File: src/rtl/tbp_pkg.sv
package tbp_pkg;

    typedef enum logic {
        ENG_IDLE,
        ENG_RUN
    } eng_state_e;

    // cube of an operand up to 16 bits wide
    function automatic logic [47:0] cube16(input logic [15:0] v);
        logic [47:0] w;
        w = {32'd0, v};
        return w * w * w;
    endfunction

endpackage

File: src/rtl/tbp_rate_meter.sv
module tbp_rate_meter #(
    parameter int NCORE  = 4,
    parameter int CNT_W  = 12,
    parameter int WINDOW = 1000000,
    parameter int PROD_W = 2 * CNT_W + 1
) (
    input  logic                    clk,
    input  logic                    rst,
    input  logic [NCORE-1:0]        miss_evt,
    input  logic [NCORE-1:0]        pref_evt,
    output logic [NCORE*PROD_W-1:0] prod_flat,
    output logic                    snap
);
    localparam int WIN_W = $clog2(WINDOW + 1);

    logic [WIN_W-1:0] win_cnt;
    logic             win_end;

    assign win_end = (win_cnt == WIN_W'(WINDOW - 1));

    always_ff @(posedge clk) begin
        if (rst) begin
            win_cnt <= '0;
            snap    <= 1'b0;
        end else begin
            snap    <= win_end;
            win_cnt <= win_end ? '0 : win_cnt + WIN_W'(1);
        end
    end

    for (genvar i = 0; i < NCORE; i++) begin : g_cnt
        logic [CNT_W-1:0]  m_q;
        logic [CNT_W-1:0]  p_q;
        logic [CNT_W:0]    tot;
        logic [PROD_W-1:0] prod_q;

        assign tot = {1'b0, m_q} + {1'b0, p_q};
        assign prod_flat[i*PROD_W +: PROD_W] = prod_q;

        always_ff @(posedge clk) begin
            if (rst) begin
                m_q    <= '0;
                p_q    <= '0;
                prod_q <= '0;
            end else if (win_end) begin
                prod_q <= PROD_W'(m_q) * PROD_W'(tot);
                m_q    <= '0;
                p_q    <= '0;
            end else begin
                if (miss_evt[i] && (m_q != '1)) m_q <= m_q + CNT_W'(1);
                if (pref_evt[i] && (p_q != '1)) p_q <= p_q + CNT_W'(1);
            end
        end
    end
endmodule

File: src/rtl/tbp_cbrt_seq.sv
module tbp_cbrt_seq
    import tbp_pkg::*;
#(
    parameter int NCORE  = 4,
    parameter int PROD_W = 25,
    parameter int RT_W   = 9
) (
    input  logic                    clk,
    input  logic                    rst,
    input  logic                    start,
    input  logic [NCORE*PROD_W-1:0] prod_flat,
    output logic [NCORE*RT_W-1:0]   wt_flat,
    output logic                    commit
);
    localparam int IDX_W = $clog2(NCORE);
    localparam int BI_W  = $clog2(RT_W + 1);

    eng_state_e        state_q;
    logic [IDX_W-1:0]  ci_q;
    logic [BI_W-1:0]   bi_q;
    logic [RT_W-1:0]   root_q;
    logic [RT_W-1:0]   cand;
    logic [RT_W-1:0]   root_n;
    logic              fin_q;
    logic              any_nz;
    logic [PROD_W-1:0] x_q   [NCORE];
    logic [RT_W-1:0]   new_q [NCORE];
    logic [RT_W-1:0]   wt_q  [NCORE];

    assign cand   = root_q | (RT_W'(1) << bi_q);
    assign root_n = (cube16(16'(cand)) <= 48'(x_q[ci_q])) ? cand : root_q;
    assign commit = fin_q;

    always_comb begin
        any_nz = 1'b0;
        for (int k = 0; k < NCORE; k++) any_nz = any_nz | (new_q[k] != '0);
    end

    for (genvar k = 0; k < NCORE; k++) begin : g_out
        assign wt_flat[k*RT_W +: RT_W] = wt_q[k];
    end

    always_ff @(posedge clk) begin
        if (rst) begin
            state_q <= ENG_IDLE;
            ci_q    <= '0;
            bi_q    <= '0;
            root_q  <= '0;
            fin_q   <= 1'b0;
            for (int k = 0; k < NCORE; k++) begin
                x_q[k]   <= '0;
                new_q[k] <= '0;
                wt_q[k]  <= RT_W'(1);
            end
        end else begin
            fin_q <= 1'b0;
            if (fin_q) begin
                for (int k = 0; k < NCORE; k++)
                    wt_q[k] <= any_nz ? new_q[k] : RT_W'(1);
            end
            case (state_q)
                ENG_IDLE: begin
                    if (start) begin
                        for (int k = 0; k < NCORE; k++)
                            x_q[k] <= prod_flat[k*PROD_W +: PROD_W];
                        ci_q    <= '0;
                        bi_q    <= BI_W'(RT_W - 1);
                        root_q  <= '0;
                        state_q <= ENG_RUN;
                    end
                end
                default: begin
                    if (bi_q == '0) begin
                        new_q[ci_q] <= root_n;
                        root_q      <= '0;
                        bi_q        <= BI_W'(RT_W - 1);
                        if (ci_q == IDX_W'(NCORE - 1)) begin
                            state_q <= ENG_IDLE;
                            fin_q   <= 1'b1;
                        end else begin
                            ci_q <= ci_q + IDX_W'(1);
                        end
                    end else begin
                        root_q <= root_n;
                        bi_q   <= bi_q - BI_W'(1);
                    end
                end
            endcase
        end
    end

    AST_HOLD_OLD_SHARES: assert property (@(posedge clk) disable iff (rst)
        !fin_q |=> $stable(wt_flat));
endmodule

File: src/rtl/tbp_bucket.sv
module tbp_bucket #(
    parameter int RT_W    = 9,
    parameter int SUM_W   = 12,
    parameter int DEPTH_W = 4
) (
    input  logic               clk,
    input  logic               rst,
    input  logic               tick,
    input  logic               clr,
    input  logic [RT_W-1:0]    wt,
    input  logic [SUM_W-1:0]   wsum,
    input  logic               take,
    input  logic [DEPTH_W-1:0] cfg_depth,
    output logic               has_tok
);
    logic [SUM_W-1:0]   acc_q;
    logic [SUM_W:0]     nxt;
    logic               credit;
    logic               gain;
    logic [DEPTH_W-1:0] cnt_q;

    assign nxt     = {1'b0, acc_q} + (SUM_W+1)'(wt);
    assign credit  = tick && (nxt >= {1'b0, wsum});
    assign gain    = credit && ((cnt_q < cfg_depth) || take);
    assign has_tok = (cnt_q != '0);

    always_ff @(posedge clk) begin
        if (rst || clr) begin
            acc_q <= '0;
        end else if (tick) begin
            acc_q <= credit ? SUM_W'(nxt - {1'b0, wsum}) : SUM_W'(nxt);
        end
    end

    always_ff @(posedge clk) begin
        if (rst) begin
            cnt_q <= '0;
        end else if (gain && !take) begin
            cnt_q <= cnt_q + DEPTH_W'(1);
        end else if (take && !gain) begin
            cnt_q <= cnt_q - DEPTH_W'(1);
        end
    end

    AST_TAKE_NEEDS_TOKEN: assert property (@(posedge clk) disable iff (rst)
        take |-> (cnt_q != '0));
    AST_DEPTH_CAP: assert property (@(posedge clk) disable iff (rst)
        (cnt_q > $past(cnt_q)) |-> (cnt_q <= cfg_depth));
endmodule

File: src/rtl/tbp_partitioner.sv
module tbp_partitioner
    import tbp_pkg::*;
#(
    parameter int NCORE    = 4,
    parameter int WINDOW   = 1000000,
    parameter int TICK_DIV = 4,
    parameter int CNT_W    = 12,
    parameter int DEPTH_W  = 4
) (
    input  logic               clk,
    input  logic               rst,
    input  logic               part_en,
    input  logic [DEPTH_W-1:0] cfg_depth,
    input  logic [NCORE-1:0]   miss_evt,
    input  logic [NCORE-1:0]   pref_evt,
    input  logic [NCORE-1:0]   req_vld,
    output logic [NCORE-1:0]   req_gnt
);
    localparam int PROD_W = 2 * CNT_W + 1;
    localparam int RT_W   = (PROD_W + 2) / 3;
    localparam int IDX_W  = $clog2(NCORE);
    localparam int SUM_W  = RT_W + IDX_W + 1;
    localparam int TK_W   = $clog2(TICK_DIV + 1);

    logic [NCORE*PROD_W-1:0] prod_flat;
    logic [NCORE*RT_W-1:0]   wt_flat;
    logic                    snap;
    logic                    commit;
    logic [SUM_W-1:0]        wsum;
    logic [TK_W-1:0]         tk_q;
    logic                    tick;
    logic [NCORE-1:0]        tok_vec;
    logic [NCORE-1:0]        elig;
    logic [IDX_W-1:0]        rr_q;
    logic [IDX_W-1:0]        gidx;

    tbp_rate_meter #(.NCORE(NCORE), .CNT_W(CNT_W), .WINDOW(WINDOW), .PROD_W(PROD_W)) u_meter (
        .clk(clk), .rst(rst), .miss_evt(miss_evt), .pref_evt(pref_evt),
        .prod_flat(prod_flat), .snap(snap)
    );

    tbp_cbrt_seq #(.NCORE(NCORE), .PROD_W(PROD_W), .RT_W(RT_W)) u_root (
        .clk(clk), .rst(rst), .start(snap), .prod_flat(prod_flat),
        .wt_flat(wt_flat), .commit(commit)
    );

    assign tick = (tk_q == TK_W'(TICK_DIV - 1));

    always_ff @(posedge clk) begin
        if (rst) tk_q <= '0;
        else     tk_q <= tick ? '0 : tk_q + TK_W'(1);
    end

    always_comb begin
        wsum = '0;
        for (int c = 0; c < NCORE; c++) wsum = wsum + SUM_W'(wt_flat[c*RT_W +: RT_W]);
    end

    for (genvar c = 0; c < NCORE; c++) begin : g_core
        tbp_bucket #(.RT_W(RT_W), .SUM_W(SUM_W), .DEPTH_W(DEPTH_W)) u_bkt (
            .clk(clk), .rst(rst), .tick(tick), .clr(commit),
            .wt(wt_flat[c*RT_W +: RT_W]), .wsum(wsum),
            .take(req_gnt[c] & part_en), .cfg_depth(cfg_depth),
            .has_tok(tok_vec[c])
        );
    end

    assign elig = req_vld & (part_en ? tok_vec : '1);

    always_comb begin
        req_gnt = '0;
        gidx    = '0;
        for (int off = 0; off < NCORE; off++) begin
            int k;
            k = int'(rr_q) + off;
            if (k >= NCORE) k = k - NCORE;
            if (elig[k] && (req_gnt == '0)) begin
                req_gnt[k] = 1'b1;
                gidx       = IDX_W'(k);
            end
        end
    end

    always_ff @(posedge clk) begin
        if (rst) rr_q <= '0;
        else if (req_gnt != '0)
            rr_q <= (gidx == IDX_W'(NCORE - 1)) ? '0 : gidx + IDX_W'(1);
    end

    AST_ONE_GRANT: assert property (@(posedge clk) disable iff (rst)
        $onehot0(req_gnt));
    AST_GRANT_IS_REQUESTED: assert property (@(posedge clk) disable iff (rst)
        (req_gnt & ~req_vld) == '0);
    AST_BYPASS_GRANT: assert property (@(posedge clk) disable iff (rst)
        (!part_en && (req_vld != '0)) |-> (req_gnt != '0));
endmodule

File: config.mk
export PLATFORM = sky130hd
export DESIGN_NAME = tbp_partitioner
export DESIGN_NICKNAME = d
export VERILOG_FILES = /design/src/rtl/tbp_pkg.sv /design/src/rtl/tbp_rate_meter.sv /design/src/rtl/tbp_cbrt_seq.sv /design/src/rtl/tbp_bucket.sv /design/src/rtl/tbp_partitioner.sv
export SDC_FILE = /design/constraint.sdc
export NUM_CORES = 2
export LEC_CHECK = 0
export BUFFER_PORTS_ARGS = -buffer_cell sky130_fd_sc_hd__buf_4
export CORE_ASPECT_RATIO = 1.5
export CORE_UTILIZATION = 55
export CTS_BUF_LIST = sky130_fd_sc_hd__clkbuf_2 sky130_fd_sc_hd__clkbuf_4 sky130_fd_sc_hd__clkbuf_8
export DETAILED_ROUTE_END_ITERATION = 10
export MAX_ROUTING_LAYER = met4
export PLACE_DENSITY = 0.71
export SETUP_SLACK_MARGIN = 0.2
export SLEW_MARGIN = 20
export SYNTH_ARGS = -nofsm -noshare
export SYNTH_HDL_FRONTEND = slang
export SYNTH_HIERARCHICAL = 1
export SYNTH_SLANG_ARGS = --single-unit
File: constraint.sdc
create_clock -name clk -period 23.5 [get_ports clk]
set_clock_uncertainty 0.05 [all_clocks]
set_input_delay 2.35 -clock clk [delete_from_list [all_inputs] [get_ports clk]]
set_output_delay 2.35 -clock clk [all_outputs]
set_load 0.01 [all_outputs]
==> flow_summary.html <==
<table>
<tr><th>Metric</th><th>Value</th></tr>
<tr><th colspan="2">Clock network</th></tr>
<tr><td>Clk pin slew, worst setup/hold paths</td><td>0.06 ns</td></tr>
<tr><td>Insertion delay to the later sink of the worst-skew pair</td><td>between 0.7 and 0.8 ns</td></tr>
<tr><td>H-tree levels</td><td>3</td></tr>
<tr><td>Buffer levels on the longest clock path</td><td>3</td></tr>
<tr><td>TritonCTS buffer count</td><td>80</td></tr>
<tr><td>CTS tree</td><td>built</td></tr>
<tr><td>Clock tree root driver cell</td><td>sky130_fd_sc_hd__clkbuf_8</td></tr>
<tr><td>Count of instances resized after the clock tree is built</td><td>0</td></tr>
<tr><td>TritonCTS Sinks</td><td>477</td></tr>
<tr><td>Setup bufs post-CTS</td><td>0</td></tr>
<tr><td>Post-CTS Hold Fix Bufs</td><td>0</td></tr>
<tr><th colspan="2">Min path</th></tr>
<tr><td>Type of the tightest min-delay check</td><td>reg -&gt; reg</td></tr>
<tr><th colspan="2">Pwr</th></tr>
<tr><td>Static Leakage</td><td>27.3 nW</td></tr>
<tr><td>Pwr Density</td><td>43.5 nW/um^2</td></tr>
<tr><td>Total power consumption of the routed design</td><td>~2.5 mW</td></tr>
<tr><td>Peak ir drop on the vdd network</td><td>between 0.04 and 0.05 mV</td></tr>
<tr><th colspan="2">Synth</th></tr>
<tr><td>Number of enable flip-flop cells after synthesis</td><td>172</td></tr>
<tr><td>Netlist area before placement</td><td>about 55000 sq um</td></tr>
<tr><td>Count of different cell masters after synthesis</td><td>122</td></tr>
<tr><td>Post-Synthesis Cells</td><td>6057</td></tr>
<tr><td>Fraction of registers with async set/reset</td><td>0%</td></tr>
<tr><td>Count of state elements after synthesis</td><td>477</td></tr>
<tr><td>Top_reg_cell synth</td><td>sky130_fd_sc_hd__dfxtp_1</td></tr>
<tr><td>Cell type with the largest total area after synthesis</td><td>sky130_fd_sc_hd__fa_1</td></tr>
<tr><td>Mean post-synth cell area</td><td>slightly above 9 sq um</td></tr>
<tr><td>Area share of the largest cell type after synthesis</td><td>22.4%</td></tr>
<tr><td>Post-synthesis sequential area ratio</td><td>20.5%</td></tr>
<tr><td>Cell types with the largest area share after synthesis</td><td>sky130_fd_sc_hd__fa_1 22%, sky130_fd_sc_hd__ha_1 12%, sky130_fd_sc_hd__dfxtp_1 11%</td></tr>
<tr><td>Number of warnings issued by yosys</td><td>6</td></tr>
<tr><th colspan="2">Run status</th></tr>
<tr><td>Result of the run</td><td>complete, no violations</td></tr>
<tr><th colspan="2">Floorplan</th></tr>
<tr><td>Initial standard-cell utilization of the core</td><td>55.6%</td></tr>
<tr><td>Chip Width</td><td>approximately 260 um</td></tr>
<tr><td>Ports placed on the boundary</td><td>23</td></tr>
<tr><td># rows</td><td>~140</td></tr>
<tr><td>Y dimension of the die</td><td>389 um</td></tr>
<tr><td>Overall die area</td><td>101000 sq um</td></tr>
<tr><td>Core box area</td><td>roughly 99000 sq um</td></tr>
<tr><th colspan="2">Global route</th></tr>
<tr><td>Busiest layer in global routing</td><td>met2</td></tr>
<tr><td>Fraction of met2 tracks used by global routing</td><td>50.6%</td></tr>
<tr><td>Maximum number of pins on one net before global-route repair</td><td>about 100</td></tr>
<tr><td>Total track usage</td><td>27.2%</td></tr>
<tr><td>Met3 Resource Use GR</td><td>2.43%</td></tr>
<tr><td>Global-route wire length before repair</td><td>approximately 210 mm</td></tr>
<tr><td>GR met1 Demand/Resource</td><td>approximately 28%</td></tr>
<tr><td>Number of antenna violations at the first check in global routing</td><td>1</td></tr>
<tr><td>Sum of overflow across all layers after global routing</td><td>0</td></tr>
<tr><td>Via count of the first global-routing pass</td><td>43.1k</td></tr>
<tr><th colspan="2">Final layout</th></tr>
<tr><td>Cell area after layout</td><td>57900 sq um</td></tr>
<tr><td>Final-stage net count</td><td>7148</td></tr>
<tr><td>Commonest non-fill, non-tap cell in the layout</td><td>sky130_fd_sc_hd__inv_1</td></tr>
<tr><td>Layout cells sized above 1</td><td>5.75%</td></tr>
<tr><td>Most used cells in the layout excluding fill and tap cells</td><td>875 x sky130_fd_sc_hd__inv_1, 614 x sky130_fd_sc_hd__fa_1, 584 x sky130_fd_sc_hd__nand2_1, 547 x sky130_fd_sc_hd__ha_1, 414 x sky130_fd_sc_hd__nor2_1</td></tr>
<tr><td>Area growth from synthesis to layout</td><td>5.32%</td></tr>
<tr><td>Utilization after layout</td><td>58.6%</td></tr>
<tr><th colspan="2">Routing</th></tr>
<tr><td>Post-route antenna net violation count</td><td>0</td></tr>
<tr><td>Wirelength per Cell</td><td>17.7 um</td></tr>
<tr><td>DR pass1 iterations</td><td>8</td></tr>
<tr><td>Final WL</td><td>130 mm</td></tr>
<tr><td>DR vias</td><td>41.2k</td></tr>
<tr><td>DR DRC count</td><td>0</td></tr>
<tr><td>Number of DRC markers in iteration 0</td><td>between 1.5k and 2k</td></tr>
<tr><td>Post-DR vias/cell</td><td>5.63</td></tr>
<tr><th colspan="2">STA</th></tr>
<tr><td>Count of endpoints failing hold in the final timing report</td><td>0</td></tr>
<tr><td>Accumulated negative setup slack</td><td>0 ns</td></tr>
<tr><td>Total setup violations reported at the end of the flow</td><td>0</td></tr>
<tr><td>Worst Max-Slew Pin Slew</td><td>1.13 ns</td></tr>
<tr><td>Final critical delay including setup and external delays</td><td>12.10 ns</td></tr>
<tr><td>Headroom to the max-slew limit</td><td>24.7%</td></tr>
<tr><td>Share of the clock period used by the worst path</td><td>51.5%</td></tr>
<tr><td>Highest attainable clock frequency</td><td>82.7 MHz</td></tr>
<tr><td>RSZ-0062 raised after global routing</td><td>false</td></tr>
<tr><td>Final critical-path setup slack</td><td>11.40 ns</td></tr>
<tr><td>Count of final max-slew check failures</td><td>0</td></tr>
<tr><th colspan="2">Critical path</th></tr>
<tr><td>Worst endpoint data arrival time</td><td>between 10 and 15 ns</td></tr>
<tr><td>Endpoint required time on the critical path</td><td>24.06 ns</td></tr>
<tr><td>Worst setup path class</td><td>reg -&gt; reg</td></tr>
<tr><td>Capturing element type of the critical path</td><td>flip-flop</td></tr>
<tr><td>Delay of the slowest cell on the worst path</td><td>0.57 ns</td></tr>
<tr><td>Maximum fanout count along the critical path</td><td>15</td></tr>
<tr><td>Cell with the most instances on the worst path</td><td>sky130_fd_sc_hd__fa_1</td></tr>
<tr><td>Worst setup SP type</td><td>flip-flop</td></tr>
<tr><td>Standard cell with the maximum stage delay on the critical path</td><td>sky130_fd_sc_hd__fa_1</td></tr>
<tr><th colspan="2">Placed design</th></tr>
<tr><td>Gpl congestion</td><td>0.917</td></tr>
<tr><td>Count of buffers inserted at the top-level ports</td><td>22</td></tr>
<tr><td>DP Worst Slack</td><td>about 11 ns</td></tr>
<tr><td>Post-DP HPWL</td><td>102 mm</td></tr>
<tr><td>Cell Area, Placed</td><td>56100 sq um</td></tr>
<tr><th colspan="2">Job</th></tr>
<tr><td>Max Cap Violations</td><td>0</td></tr>
</table>
[synthesized netlist by cell type (all sizes together) (60+ instances only)]
cell / number
inv: 876
fa: 614
nand2: 585
ha: 548
nor2: 417
and2: 389
dfxtp: 305
o21ai: 241
a21oi: 239
xnor2: 200
clkbuf: 189
edfxtp: 172
xor2: 136
nand2b: 117
nand3: 97
nor2b: 96
a21o: 87
o21a: 60
[layout make-up]
class / count / area [sq um]
tap: 1287 / 1610
sequential: 477 / 11300
multi-input combinational: 4469 / 39500
fill: 8720 / 40900
clock inverter: 31 / 324
antenna: 1 / 2.50
clock buffer: 115 / 1430
timing repair buffer: 63 / 473
inverter: 876 / 3290
[state kept, by name, indices dropped and copies added (netlist names), named ones only]
signal	count
rr_q	2
u_meter/g_cnt.m_q	48
u_root/root_q	9
u_meter/g_cnt.prod_q	100
u_root/bi_q	4
tk_q	3
u_root/x_q	100
g_core.u_bkt/acc_q	48
u_root/state_q	1
u_meter/snap	1
u_meter/g_cnt.p_q	48
u_meter/win_cnt	20
g_core.u_bkt/cnt_q	16
u_root/new_q	36
u_root/commit	1
u_root/ci_q	2
u_root/wt_q	36
[logic make-up after synthesis]
| logic type | Yosys count | share of synthesized area (%) |
|---|---|---|
| xor+xnor | 336 | 5.37 |
| other cells | 2 | 0.0137 |
| mux | 82 | 2.09 |
| simple gates | 1934 | 17.5 |
| compound gates | 950 | 11.7 |
| buf+inv | 1114 | 7.88 |
| fa+ha+maj | 1162 | 34.9 |
| flops | 477 | 20.5 |
[per-layer routing]
layer / share of wire (%) / routed length (um) / up-vias
met3: 3.3 / 4220 / 307
met2: 55 / 71000 / 810
met5: 0 / 0 / -
met1: 37 / 48500 / 20400
met4: 4.6 / 5990 / 0
li1: - / - / 19700
[critical path: cells and delay by family, from the launching register on]
kind / cells / cell delay, ns
buf+inv: 6 / 0.82
simple gates: 6 / 1.40
fa+ha+maj: 11 / 4.94
flops: 1 / 0.41
compound gates: 17 / 4.37
[final timing paths]
check / from / end / slack, ns / cells after the start
setup / recovery: u_root/bi_q[2] / u_root/root_q[3] / 11.40 / 40
hold / removal: tk_q[0] / tk_q[0] / 0.39 / 1
setup reg to reg: u_root/bi_q[2] / u_root/root_q[3] / 11.40 / 40
hold reg to reg: tk_q[0] / tk_q[0] / 0.39 / 1
[report_power, final]
part           internal, mW  switching, mW  total [mW]
logic                 0.323          0.433       0.756
registers             0.892         0.0484       0.940
clock network         0.453          0.367       0.820
total                  1.67          0.848        2.52
[per-stage QoR]
stage,hold WS (ns),instances
finish,0.393,7319
global route,0.413,7319
CTS,0.399,7318
detailed placement,0.385,7172
global placement,0.367,7172
floorplan,0.353,6060
No activity file was read; power rests on OpenSTA's default activity.
